`src/rtl/rst_cause_pkg.sv`:
```
package rst_cause_pkg;
  localparam int unsigned DATA_W = 32;

  localparam int unsigned COLD_FLAG_BIT = 31;
  localparam int unsigned SW_COLD_BIT   = 30;
  localparam int unsigned SW_WARM_BIT   = 29;
  localparam int unsigned BTN_COLD_BIT  = 28;
  localparam int unsigned BTN_WARM_BIT  = 27;

  localparam logic [DATA_W-1:0] ONE_HOT1 = {{(DATA_W-1){1'b0}}, 1'b1};

  localparam logic [DATA_W-1:0] W1C_MASK =
    (ONE_HOT1 << COLD_FLAG_BIT) | (ONE_HOT1 << BTN_COLD_BIT) | (ONE_HOT1 << BTN_WARM_BIT);
  localparam logic [DATA_W-1:0] SET_MASK =
    (ONE_HOT1 << SW_COLD_BIT) | (ONE_HOT1 << SW_WARM_BIT);
  localparam logic [DATA_W-1:0] LIVE_MASK = W1C_MASK | SET_MASK;
  localparam logic [DATA_W-1:0] COLD_ONLY = ONE_HOT1 << COLD_FLAG_BIT;

  typedef struct packed {
    logic              hit;
    logic [DATA_W-1:0] val;
  } wr_req_t;
endpackage

```
`src/rtl/rst_cause_decode.sv`:
```
module rst_cause_decode
  import rst_cause_pkg::*;
#(
  parameter int unsigned       ADDR_W    = 16,
  parameter logic [ADDR_W-1:0] BASE_ADDR = 16'hF020
) (
  input  logic              bus_wr,
  input  logic [ADDR_W-1:0] bus_addr,
  input  logic [DATA_W-1:0] bus_wdata,
  output wr_req_t           wr_o,
  output logic              rd_hit_o
);
  localparam logic [ADDR_W-1:0] HI_ADDR = BASE_ADDR + ADDR_W'(4);

  logic hi_sel;

  assign hi_sel    = (bus_addr == HI_ADDR);
  assign rd_hit_o  = hi_sel;
  assign wr_o.hit  = bus_wr && hi_sel;
  assign wr_o.val  = bus_wdata & LIVE_MASK;
endmodule

```
`src/rtl/rst_cause_track.sv`:
```
module rst_cause_track #(
  parameter int unsigned CNT_W = 4
) (
  input  logic clk,
  input  logic rst,
  input  logic evt_i,
  input  logic clr_i,
  output logic first_o
);
  localparam logic [CNT_W-1:0] CNT_MAX = '1;
  localparam logic [CNT_W-1:0] CNT_ONE = CNT_W'(1);

  logic [CNT_W-1:0] cnt_q;
  logic             chk_arm;

  always_ff @(posedge clk) begin
    if (rst) begin
      cnt_q <= CNT_ONE;
    end else if (clr_i) begin
      cnt_q <= '0;
    end else if (evt_i && (cnt_q != CNT_MAX)) begin
      cnt_q <= cnt_q + CNT_ONE;
    end
  end

  assign first_o = (cnt_q == '0);

  always_ff @(posedge clk) chk_arm <= !rst;


  cnt_saturate_chk: assert property (@(posedge clk) disable iff (rst)
    chk_arm && $past(cnt_q == CNT_MAX && !clr_i) |-> (cnt_q == CNT_MAX));


  cnt_clear_chk: assert property (@(posedge clk) disable iff (rst)
    chk_arm && $past(clr_i) |-> first_o);
endmodule

```
`src/rtl/rst_cause_store.sv`:
```
module rst_cause_store
  import rst_cause_pkg::*;
(
  input  logic              clk,
  input  logic              rst,
  input  logic              evt_i,
  input  logic              first_i,
  input  wr_req_t           wr_i,
  input  logic              btn_cold_i,
  input  logic              btn_warm_i,
  output logic [DATA_W-1:0] status_q
);
  logic [DATA_W-1:0] nxt;
  logic [DATA_W-1:0] btn_set;
  logic              chk_arm;

  assign btn_set = ({{(DATA_W-1){1'b0}}, btn_cold_i} << BTN_COLD_BIT)
                 | ({{(DATA_W-1){1'b0}}, btn_warm_i} << BTN_WARM_BIT);

  always_comb begin
    nxt = status_q;
    if (evt_i && first_i) begin
      nxt = COLD_ONLY;
    end
    if (wr_i.hit) begin
      nxt = (nxt & ~(wr_i.val & W1C_MASK)) | (wr_i.val & SET_MASK);
    end
    nxt = nxt | btn_set;
  end

  always_ff @(posedge clk) begin
    if (rst) status_q <= COLD_ONLY;
    else     status_q <= nxt;
  end

  always_ff @(posedge clk) chk_arm <= !rst;


  dead_bits_zero_chk: assert property (@(posedge clk) disable iff (rst)
    chk_arm |-> (status_q[26:0] == '0));


  sticky_soft_chk: assert property (@(posedge clk) disable iff (rst)
    chk_arm && $past(status_q[SW_COLD_BIT] && !evt_i) |-> status_q[SW_COLD_BIT]);


  cold_load_chk: assert property (@(posedge clk) disable iff (rst)
    chk_arm && $past(evt_i && first_i && !wr_i.hit && !btn_cold_i && !btn_warm_i)
      |-> (status_q == COLD_ONLY));


  btn_cold_set_chk: assert property (@(posedge clk) disable iff (rst)
    chk_arm && $past(btn_cold_i) |-> status_q[BTN_COLD_BIT]);
endmodule

```
`src/rtl/rst_cause_ctrl.sv`:
```
module rst_cause_ctrl
  import rst_cause_pkg::*;
#(
  parameter int unsigned       ADDR_W    = 16,
  parameter logic [ADDR_W-1:0] BASE_ADDR = 16'hF020,
  parameter int unsigned       CNT_W     = 4
) (
  input  logic              clk,
  input  logic              rst,
  input  logic              bus_wr,
  input  logic              bus_rd,
  input  logic [ADDR_W-1:0] bus_addr,
  input  logic [31:0]       bus_wdata,
  output logic [31:0]       bus_rdata,
  input  logic              hw_reset_evt,
  input  logic              btn_cold,
  input  logic              btn_warm,
  output logic [31:0]       status_q,
  output logic              sys_reset_req
);
  localparam logic [ADDR_W-1:0] HI_ADDR = BASE_ADDR + ADDR_W'(4);

  wr_req_t wr;
  logic    rd_hit;
  logic    first;
  logic    cold_trig;
  logic    any_trig;
  logic    chk_arm;

  rst_cause_decode #(.ADDR_W(ADDR_W), .BASE_ADDR(BASE_ADDR)) dec_i (
    .bus_wr    (bus_wr),
    .bus_addr  (bus_addr),
    .bus_wdata (bus_wdata),
    .wr_o      (wr),
    .rd_hit_o  (rd_hit)
  );

  assign cold_trig = wr.hit && wr.val[SW_COLD_BIT];
  assign any_trig  = wr.hit && (wr.val[SW_COLD_BIT] || wr.val[SW_WARM_BIT]);

  rst_cause_track #(.CNT_W(CNT_W)) trk_i (
    .clk     (clk),
    .rst     (rst),
    .evt_i   (hw_reset_evt),
    .clr_i   (cold_trig),
    .first_o (first)
  );

  rst_cause_store st_i (
    .clk        (clk),
    .rst        (rst),
    .evt_i      (hw_reset_evt),
    .first_i    (first),
    .wr_i       (wr),
    .btn_cold_i (btn_cold),
    .btn_warm_i (btn_warm),
    .status_q   (status_q)
  );

  always_ff @(posedge clk) begin
    if (rst) begin
      sys_reset_req <= 1'b0;
      bus_rdata     <= '0;
    end else begin
      sys_reset_req <= any_trig;
      bus_rdata     <= (bus_rd && rd_hit) ? status_q : '0;
    end
  end

  always_ff @(posedge clk) chk_arm <= !rst;


  req_from_write_chk: assert property (@(posedge clk) disable iff (rst)
    chk_arm && sys_reset_req |->
      $past(bus_wr && bus_addr == HI_ADDR && (bus_wdata[30] || bus_wdata[29])));


  rdata_source_chk: assert property (@(posedge clk) disable iff (rst)
    chk_arm && (bus_rdata != '0) |-> $past(bus_rd && bus_addr == HI_ADDR));
endmodule

```
`config.mk`:
```
export PLATFORM = sky130hd
export DESIGN_NAME = rst_cause_ctrl
export DESIGN_NICKNAME = d
export VERILOG_FILES = /design/src/rtl/rst_cause_pkg.sv /design/src/rtl/rst_cause_decode.sv /design/src/rtl/rst_cause_track.sv /design/src/rtl/rst_cause_store.sv /design/src/rtl/rst_cause_ctrl.sv
export SDC_FILE = /design/constraint.sdc
export NUM_CORES = 1
export LEC_CHECK = 0
export BUFFER_PORTS_ARGS = -buffer_cell sky130_fd_sc_hd__buf_2
export CAP_MARGIN = 25
export CORE_ASPECT_RATIO = 1.5
export CORE_MARGIN = 5
export CORE_UTILIZATION = 31
export DETAILED_ROUTE_END_ITERATION = 8
export PLACE_DENSITY = 0.8
export SYNTH_ARGS = -nofsm -noshare
export SYNTH_HDL_FRONTEND = slang
export SYNTH_SLANG_ARGS = --single-unit
```
`constraint.sdc`:
```
create_clock -name clk -period 1.2 [get_ports clk]
set_input_delay 0.18 -clock clk [delete_from_list [all_inputs] [get_ports clk]]
set_output_delay 0.18 -clock clk [all_outputs]
set_load 0.01 [all_outputs]
```
==> out/results.ini, run 1 <==
[routing]
wl_um = 1980
drc = 0
via_per_inst = 3.74
drt_iter0_drc = 16
first_pass_iters = 4
ant_nets = 0
vias = 763
routedWlPerCell_um = 9.70

[global_routing]
grtUsageTotal = 0.0785
grt_pass1_vias = 732
antenna_found_initial = 0
grt_max_degree = 9
grt_pass1_wl_um = 2910
grt_overflow_total = 0

[yosys]
synth_cell_types = 28
syn-cell-area_um2 = 1080
ys_ff_latch = 15
synth_area_leaders = buf_4 (38%), dfxtp_1 (28%), and2_1 (2.9%)
async_reset_ff_frac = 0
ys_seq_area_frac = 0.279
synth_top_area_cell = buf_4
synth_edf_count = 0
syn_inst = 118
postSynthAreaPerCell_um2 = 9.13
yosysTopAreaCellShare = 0.376
synth_warnings = 0
synthFlopType = dfxtp_1

[clock_tree]
ctsRootBufferMaster = clkbuf_8
clk_pin_slew_ns = 0.06
clock_latency_ns = 0.24
cts_sinks = 15
clock_path_buffers = 2
htree_levels = 1
numCtsBuffers = 3
tritoncts = built

[timing]
slew_viol_final = 0
fin_crit_ns = 1.15
fin_skew_ns = 0.000650
fin_crit_sh = 0.956
setup_viol = 0
hold_viol_final = 0
fmax_mhz = 872
whs_ns = 0.114
rsz0062_at_grt = yes

[worst_setup_path]
cpPeakStageDelay_ns = 0.35
worstPathArrival_ns = 1.27
cp_max_fo = 5
worst-setup-path-type = reg2reg
start_kind = register
cp_data_required_time_ns = 1.33
path_cells = inv_2, ha_4, a31oi_1, buf_4, nor2b_4, a21oi_1
end_kind = register
slowest_stage = dfxtp_2

[run_status]
status = completed

[placed_design]
dp_cells = 199
postPlaceCellArea_um2 = 1130
dp_hpwl_um = 1710
portBuffers = 38
gp_congestion = 0.798

[cells_and_area]
mostFrequentLayoutCell = conb_1
final_layout_size_suffix_gt1_frac = 0.340
layout_common_cells = conb_1 (54), buf_2 (38), dfxtp_1 (13)
nNetsFinal = 220
instances_no_fill = 204
area_growth_pct = 11.7
design_area_um2 = 1200
diodes = 0

[power]
irDropWorstVdd_mv = 0.510
cellLeakagePower_nw = 0.653
powerDensity_nw_per_um2 = 960
p_total_mw = 1.16

[worst_hold_path]
hp-class = in2reg

[floorplan]
die_area_um2 = 4780
initial_utilization = 0.318
die_w_um = 58.1
rows = 26
core_area_um2 = 3380
die_h_um = 82.2
io_pins = 120

[run]
drv_cap = 0

-- cell type report --
class                   count  area (µm²)
multi-input cells          97         572
repair buffers             41         213
well taps                  42        52.6
inverters                   5        18.8
fillers                   346        2180
clock buffers               4        45.0
flip-flops and latches     15         303
-- path summary, 6_finish.rpt --
| path | startpoint | endpoint | slack (ns) | cells after the start |
|---|---|---|---|---|
| hold / removal | bus_wdata[31] | st_i.status_q[31] | 0.11 | 2 |
| setup / recovery | trk_i.cnt_q[0] | st_i.status_q[31] | 0.05 | 6 |
| hold reg to reg | st_i.status_q[27] | bus_rdata[27] | 0.48 | 1 |
| setup reg to reg | trk_i.cnt_q[0] | st_i.status_q[31] | 0.05 | 6 |
-- metal layers --
metal	track usage	routed length (µm)	vias up
met3	0.0202	324	2
met1	0.0704	566	339
met2	0.156	1080	57
li1	-	-	365
met5	0	0	-
met4	0.0418	10	0
-- worst max-delay path, delay by kind of cell (launching register included) --
family	cells	cell delay, ns
flops	1	0.35
fa+ha+maj	1	0.15
compound gates	2	0.20
buf+inv	2	0.22
simple gates	1	0.12
-- flip-flops by register name (all words and copies together) (netlist names) --
register / flops
st_i.status_q: 5
trk_i.cnt_q: 4
sys_reset_req: 1
bus_rdata: 5
-- repair_timing --
action                     4_1_cts  5_1_grt
resized for setup                2        6
cloned                           0        0
setup buffers                    0        1
pin swaps                        1        2
hold buffers                     0        0
setup endpoints to repair        2        2
-- power by group --
part           switching (mW)  leakage (nW)  internal, mW
clock                   0.155        0.0228         0.234
sequential             0.0153         0.122         0.517
combinational           0.149         0.508        0.0846
-- synthesized netlist by cell type (2+ instances only) --
cell type / count
inv_1: 5
dfxtp_1: 15
o21bai_1: 2
nor2b_1: 2
a21oi_1: 3
nor2_1: 2
nand3_1: 3
o21ai_1: 2
nand2_1: 5
ha_1: 2
a22o_1: 2
buf_4: 54
and2_1: 5
o211ai_1: 2
-- stage by stage --
stage               setup TNS [ns]  utilization  setup WS (ns)
finish                           0        0.356         0.0527
global route               -0.0102        0.356        -0.0102
CTS                              0        0.348         0.0207
detailed placement           -1.51        0.334         -0.147
global placement             -1.15        0.334         -0.115
floorplan                        0            -         0.0217
-- logic make-up after synthesis --
family          count (synthesis)  share of synthesized area
xor+xnor                        2                     0.0163
fa+ha+maj                       2                     0.0232
simple gates                   25                      0.196
other cells                     1                    0.00348
flops                          15                      0.279
compound gates                 14                     0.0883
buf+inv                        59                      0.394
Note: power is estimated with default switching activity, not from simulation.
==> run 2: changes to the inputs <==
CAP_MARGIN = unset   (was 25)
SETUP_SLACK_MARGIN = 0.2   (was unset)
==> run 2 against run 1 <==
  * Combinational power increased by 14%
  * Clock-buffer cell count is the same
  * Sequential share of layout area fell by 1.3 points
  * Utilization increased by 2.5 points
  * Maximum frequency rose by 4.1%
  * Largest power group unchanged
==> out/results.ini, run 2 (synthesized netlist as in run 1, its figures left out) <==
[worst_setup_path]
path_cells = buf_6, ha_4, nand3_4, nand2_4, xnor2_2, o21bai_1
end_kind = register
cp_top_family = flip-flops
worst-setup-path-type = reg2reg
start_kind = register
worstPathArrival_ns = 1.23  ; -0.04 ns
cpPeakStageDelay_ns = 0.32  ; -0.03 ns
crit_buf_inv = 1  ; -1
cp_max_fo = 3  ; -2
cp_data_required_time_ns = 1.33  ; about the same
slowest_stage = dfxtp_2

[timing]
fin_skew_ns = 0.00212  ; +0.00147 ns
setup_viol = 0  ; unchanged
fin_crit_sh = 0.918  ; -0.0378
fin_crit_ns = 1.10  ; -0.0454 ns
hold_viol_final = 0  ; unchanged
slew_viol_final = 0  ; unchanged
fin_setup_tns_ns = 0  ; unchanged
fmax_mhz = 908  ; +4.1%
rsz0062_at_grt = yes
whs_ns = 0.108  ; -0.00576 ns

[clock_tree]
clock_latency_ns = 0.24  ; about the same
cts_sinks = 15  ; unchanged
clock_path_buffers = 2  ; unchanged
htree_levels = 1  ; unchanged
tritoncts = built
ctsRootBufferMaster = clkbuf_8
clk_pin_slew_ns = 0.06  ; about the same
numCtsBuffers = 3  ; unchanged

[cells_and_area]
nNetsFinal = 220  ; unchanged
layout_common_cells = conb_1 (54), buf_2 (35), dfxtp_1 (12)
area_growth_pct = 19.5
final_layout_size_suffix_gt1_frac = 0.383  ; +0.0432
reg_top3 = bus_rdata x5, st_i.status_q x5, trk_i.cnt_q x4
diodes = 0  ; unchanged
instances_no_fill = 204  ; unchanged
mostFrequentLayoutCell = conb_1

[global_routing]
grt_pass1_vias = 716  ; -2.2%
met2_usage = 0.156  ; unchanged
antenna_found_initial = 0  ; unchanged
grt_overflow_total = 0  ; unchanged
grt_max_degree = 9  ; unchanged
grt-busiest-layer = met2
grtUsageMet1 = 0.0788  ; +0.00838
grtUsageTotal = 0.0830  ; +0.00448
met3_usage = 0.0187  ; -0.00156
grt_pass1_wl_um = 3020  ; +3.6%

[floorplan]
die_area_um2 = 4780  ; unchanged
io_pins = 120  ; unchanged
core_area_um2 = 3380  ; unchanged
die_w_um = 58.1  ; unchanged
die_h_um = 82.2  ; unchanged
initial_utilization = 0.318  ; unchanged
rows = 26  ; unchanged

[power]
power_switching_mw = 0.344  ; +7.8%
power_frac_comb = 0.222  ; +0.020
powerDensity_nw_per_um2 = 932  ; -2.8%
p_int_mw = 0.856  ; +2.5%
seq_power_share = 0.444  ; -0.017
irDropWorstVdd_mv = 0.446  ; -12%
swShare = 0.287  ; +0.0103
cellLeakagePower_nw = 0.670  ; +2.6%
clkPwrFrac = 0.335  ; -0.002

[routing]
vias = 770  ; +0.92%
first_pass_iters = 3  ; -1
wl_um = 2100  ; +6.3%
ant_nets = 0  ; unchanged
drc = 0  ; unchanged
drt_iter0_drc = 7  ; -9
via_per_inst = 3.77  ; +0.92%
routedWlPerCell_um = 10.3  ; +6.3%

[placed_design]
gp_congestion = 0.784  ; -1.8%
dp_hpwl_um = 1700  ; -0.69%
portBuffers = 38  ; unchanged
dp_cells = 199  ; unchanged

[run_status]
status = completed

[run]
drv_cap = 0  ; unchanged

[worst_hold_path]
hp-class = in2reg

[run 2: cell count changes in the layout (fill, tap and decap cells not counted), moves of 2 or more]
cell	change
buf_6	+4
buf_2	-3
nand3_1	-2
nor2b_2	+2
[run 2: final timing paths]
kind / cells past startpoint / from / slack [ns] / end
hold reg to reg: 1 / st_i.status_q[27] / 0.49 / bus_rdata[27]
setup reg to reg: 6 / trk_i.cnt_q[0] / 0.1 / trk_i.cnt_q[0]
setup / recovery: 6 / trk_i.cnt_q[0] / 0.1 / trk_i.cnt_q[0]
hold / removal: 2 / bus_wdata[31] / 0.11 / st_i.status_q[31]
[run 2: routing by layer]
layer	vias up	routed length [µm]
met5	-	0
met1	339	649
met3	4	309
met2	60	1100
li1	367	-
met4	0	49
[run 2: power groups by stage]
stage,registers [mW],clock network [mW],logic [mW]
CTS,0.530,0.418,0.243
global placement,0.538,0,0.214
finish,0.533,0.402,0.266
global route,0.534,0.437,0.294
floorplan,0.540,0,0.263
detailed placement,0.539,0,0.218
[run 2: layout make-up]
cell class	instances	area, µm²
multi-input combinational	97	629
timing repair buffer	41	235
clock buffer	4	45.0
tap	42	52.6
inverter	5	18.8
fill	348	2100
sequential	15	307
[run 2: repair_timing]
action                                  CTS  global route
hold buffers                              0             0
cloned                                    0             0
resized for setup                        11             9
pin swaps                                 4             9
buffers inserted                          0             1
endpoints found under the hold margin     0             0
endpoints found under the setup margin   15            15
[run 2: worst register-to-register path, stage by stage, from the launching register on]
cell and delay, ns:
dfxtp_2 0.32, buf_6 0.11, ha_4 0.16, nand3_4 0.10
nand2_4 0.07, xnor2_2 0.14, o21bai_1 0.08
[run 2: through the flow]
| stage | power [mW] | instance area, µm² | setup WS (ns) | utilization |
|---|---|---|---|---|
| after floorplan | 0.803 | 1290 | 0.113 | - |
| after detailed placement | 0.757 | 1140 | -0.152 | 0.337 |
| after global routing | 1.27 | 1290 | 0.0284 | 0.381 |
| after CTS | 1.19 | 1240 | 0.0899 | 0.368 |
| after global placement | 0.752 | 1140 | -0.106 | 0.337 |
| final | 1.20 | 1290 | 0.0981 | 0.381 |
==> run 3: changes to the inputs <==
--- a/config.mk
+++ b/config.mk
@@ -8,5 +8,4 @@
 export BUFFER_PORTS_ARGS = -buffer_cell sky130_fd_sc_hd__buf_2
 export CORE_ASPECT_RATIO = 1.5
-export CORE_MARGIN = 5
 export CORE_UTILIZATION = 31
 export DETAILED_ROUTE_END_ITERATION = 8
==> constraint.sdc (replaced) <==
create_clock -name clk -period 1.2 [get_ports clk]
set_input_delay 0.18 -clock clk [delete_from_list [all_inputs] [get_ports clk]]
set_output_delay 0.18 -clock clk [all_outputs]
set_load 0.05 [all_outputs]
==> run 3 against run 2 <==
  * Register-to-register slack better by 0.04 ns
  * Critical endpoint is now st_i.status_q[31]
  * Global-route usage increased by 0.62 points
  * Total power increased by 27%
  * Worst setup slack better by 0.042 ns
  * Largest cell class unchanged
  * Worst hold slack got worse by 0.0085 ns
  * Critical path depth shrank 1
  * Highest routed layer unchanged
  * Sequential power is 1% higher
  * Utilization increased by 3.3 points
==> out/results.ini, run 3 (synthesized netlist as in run 1, its figures left out) <==
[placed_design]
portBuffers = 38  ; unchanged
place_ws_ns = -0.156  ; -0.00360 ns
dp_cells = 195  ; -2.0%
gp_congestion = 0.647  ; -18%
dp_hpwl_um = 1400  ; -18%

[timing]
slew_viol_final = 0  ; unchanged
fin_crit_ns = 1.06  ; -0.0418 ns
rsz0062_at_grt = yes
setup_viol = 0  ; unchanged
fin_setup_tns_ns = 0  ; unchanged
fin_crit_sh = 0.883  ; -0.0348
fin_skew_ns = 0.00361  ; +0.00150 ns
setup_ws_ns = 0.140  ; +0.0418 ns
hold_viol_final = 0  ; unchanged
fmax_mhz = 943  ; +3.9%

[cells_and_area]
mostFrequentLayoutCell = conb_1
layout_common_cells = conb_1 (54), buf_2 (25), dfxtp_1 (11)
reg_top3 = bus_rdata x5, st_i.status_q x5, trk_i.cnt_q x4
nNetsFinal = 220  ; unchanged
diodes = 0  ; unchanged
area_growth_pct = 23.7
fin_util = 0.414  ; +0.0330
final_layout_size_suffix_gt1_frac = 0.401  ; +0.0185
instances_no_fill = 202  ; -0.98%

[clock_tree]
cts_sinks = 15  ; unchanged
ctsRootBufferMaster = clkbuf_8
clock_latency_ns = 0.25  ; about the same
cts-hold-fix-buffers = 0  ; unchanged
clk_pin_slew_ns = 0.06  ; about the same
clock_path_buffers = 2  ; unchanged
htree_levels = 1  ; unchanged
numCtsBuffers = 3  ; unchanged
tritoncts = built

[floorplan]
die_h_um = 74.2  ; -9.7%
rows = 25  ; -3.8%
die_area_um2 = 3720  ; -22%
initial_utilization = 0.334  ; +0.0160
die_w_um = 50.1  ; -14%
io_pins = 120  ; unchanged
core_area_um2 = 3220  ; -4.8%

[global_routing]
antenna_found_initial = 0  ; unchanged
grt_pass1_vias = 613  ; -14%
grt_max_degree = 10  ; +1
grt_overflow_total = 0  ; unchanged
grtUsageTotal = 0.0892  ; +0.00617
grt_pass1_wl_um = 2460  ; -19%

[worst_setup_path]
path_cells = inv_4, ha_4, a31oi_4, nor2b_1, a21oi_1
cpPeakStageDelay_ns = 0.38  ; +0.06 ns
worstPathArrival_ns = 1.20  ; -0.03 ns
r2r-end = st_i.status_q[31]
rrSetupSlack_ns = 0.14  ; +0.04 ns
cp_data_required_time_ns = 1.34  ; about the same
r2r.worst_path.cells = 5  ; -1
cp_top_family = flip-flops
end_kind = register
cp_max_fo = 5  ; +2
crit_buf_inv = 1  ; unchanged
worst-setup-path-type = reg2reg
start_kind = register
slowest_stage = dfxtp_4
worstReg2RegStart = trk_i.cnt_q[0]

[routing]
first_pass_iters = 4  ; +1
vias = 771  ; +0.13%
ant_nets = 0  ; unchanged
drc = 0  ; unchanged
via_per_inst = 3.82  ; +1.1%
drt_iter0_drc = 8  ; +1
wl_um = 1770  ; -16%
routedWlPerCell_um = 8.75  ; -15%

[run]
drv_cap = 0  ; unchanged

[power]
irDropWorstVdd_mv = 0.459  ; +2.7%
powerDensity_nw_per_um2 = 1150  ; +23%
cellLeakagePower_nw = 0.679  ; +1.4%

[worst_hold_path]
hold_depth = 2  ; unchanged
min_from = bus_wdata[31]
holdPathEnd = st_i.status_q[31]
hp-class = in2reg

[run_status]
status = completed

run 3: cell types whose count changed in the layout (fill, tap and decap cells not counted), sizes merged:
cell	previous run	this run
clkinv	0	1
clkbuf	4	6
buf	41	38
run 3: layer usage:
layer / GRT usage / share of wire / up-vias
met3: 0.0143 / 0.10 / 5
met5: 0 / 0 / -
met2: 0.184 / 0.55 / 62
li1: - / - / 367
met4: 0.0667 / 0.026 / 0
met1: 0.0724 / 0.32 / 337
run 3: final cells by class:
cell class	count	area [µm²]
inverters	5	23.8
repair buffers	41	279
clock inverters	1	5.00
multi-input cells	97	623
flip-flops and latches	15	310
well taps	40	50.0
fillers	315	1890
clock buffers	3	41.3
run 3: worst max-delay path by stage:
stage | cells past startpoint | start | to
6_report | 5 | trk_i.cnt_q[0] | st_i.status_q[31]
3_3_place_gp | 5 | bus_addr[1] | bus_rdata[27]
5_1_grt | 5 | trk_i.cnt_q[0] | st_i.status_q[31]
2_1_floorplan | 4 | bus_addr[6] | st_i.status_q[31]
3_5_place_dp | 5 | bus_addr[6] | bus_rdata[31]
4_1_cts | 5 | trk_i.cnt_q[1] | trk_i.cnt_q[3]
run 3: what timing repair did:
action / CTS / global route
pin swaps: 7 / 7
resized for setup: 19 / 17
endpoints found under the setup margin: 21 / 23
setup buffers: 2 / 1
gates cloned: 0 / 0
run 3: metrics by stage:
step	hold WS, ns	cell area, µm²	total power, mW
2_1_floorplan	0.266	1300	1.13
3_3_place_gp	0.363	1130	1.06
3_5_place_dp	0.367	1130	1.07
4_1_cts	0.104	1260	1.50
5_1_grt	0.106	1330	1.59
6_report	0.0996	1330	1.53
run 3: power by group:
group	total [mW]	switching [mW]	internal (mW)
clock	0.410	0.180	0.230
sequential	0.539	0.0218	0.517
combinational	0.581	0.468	0.113
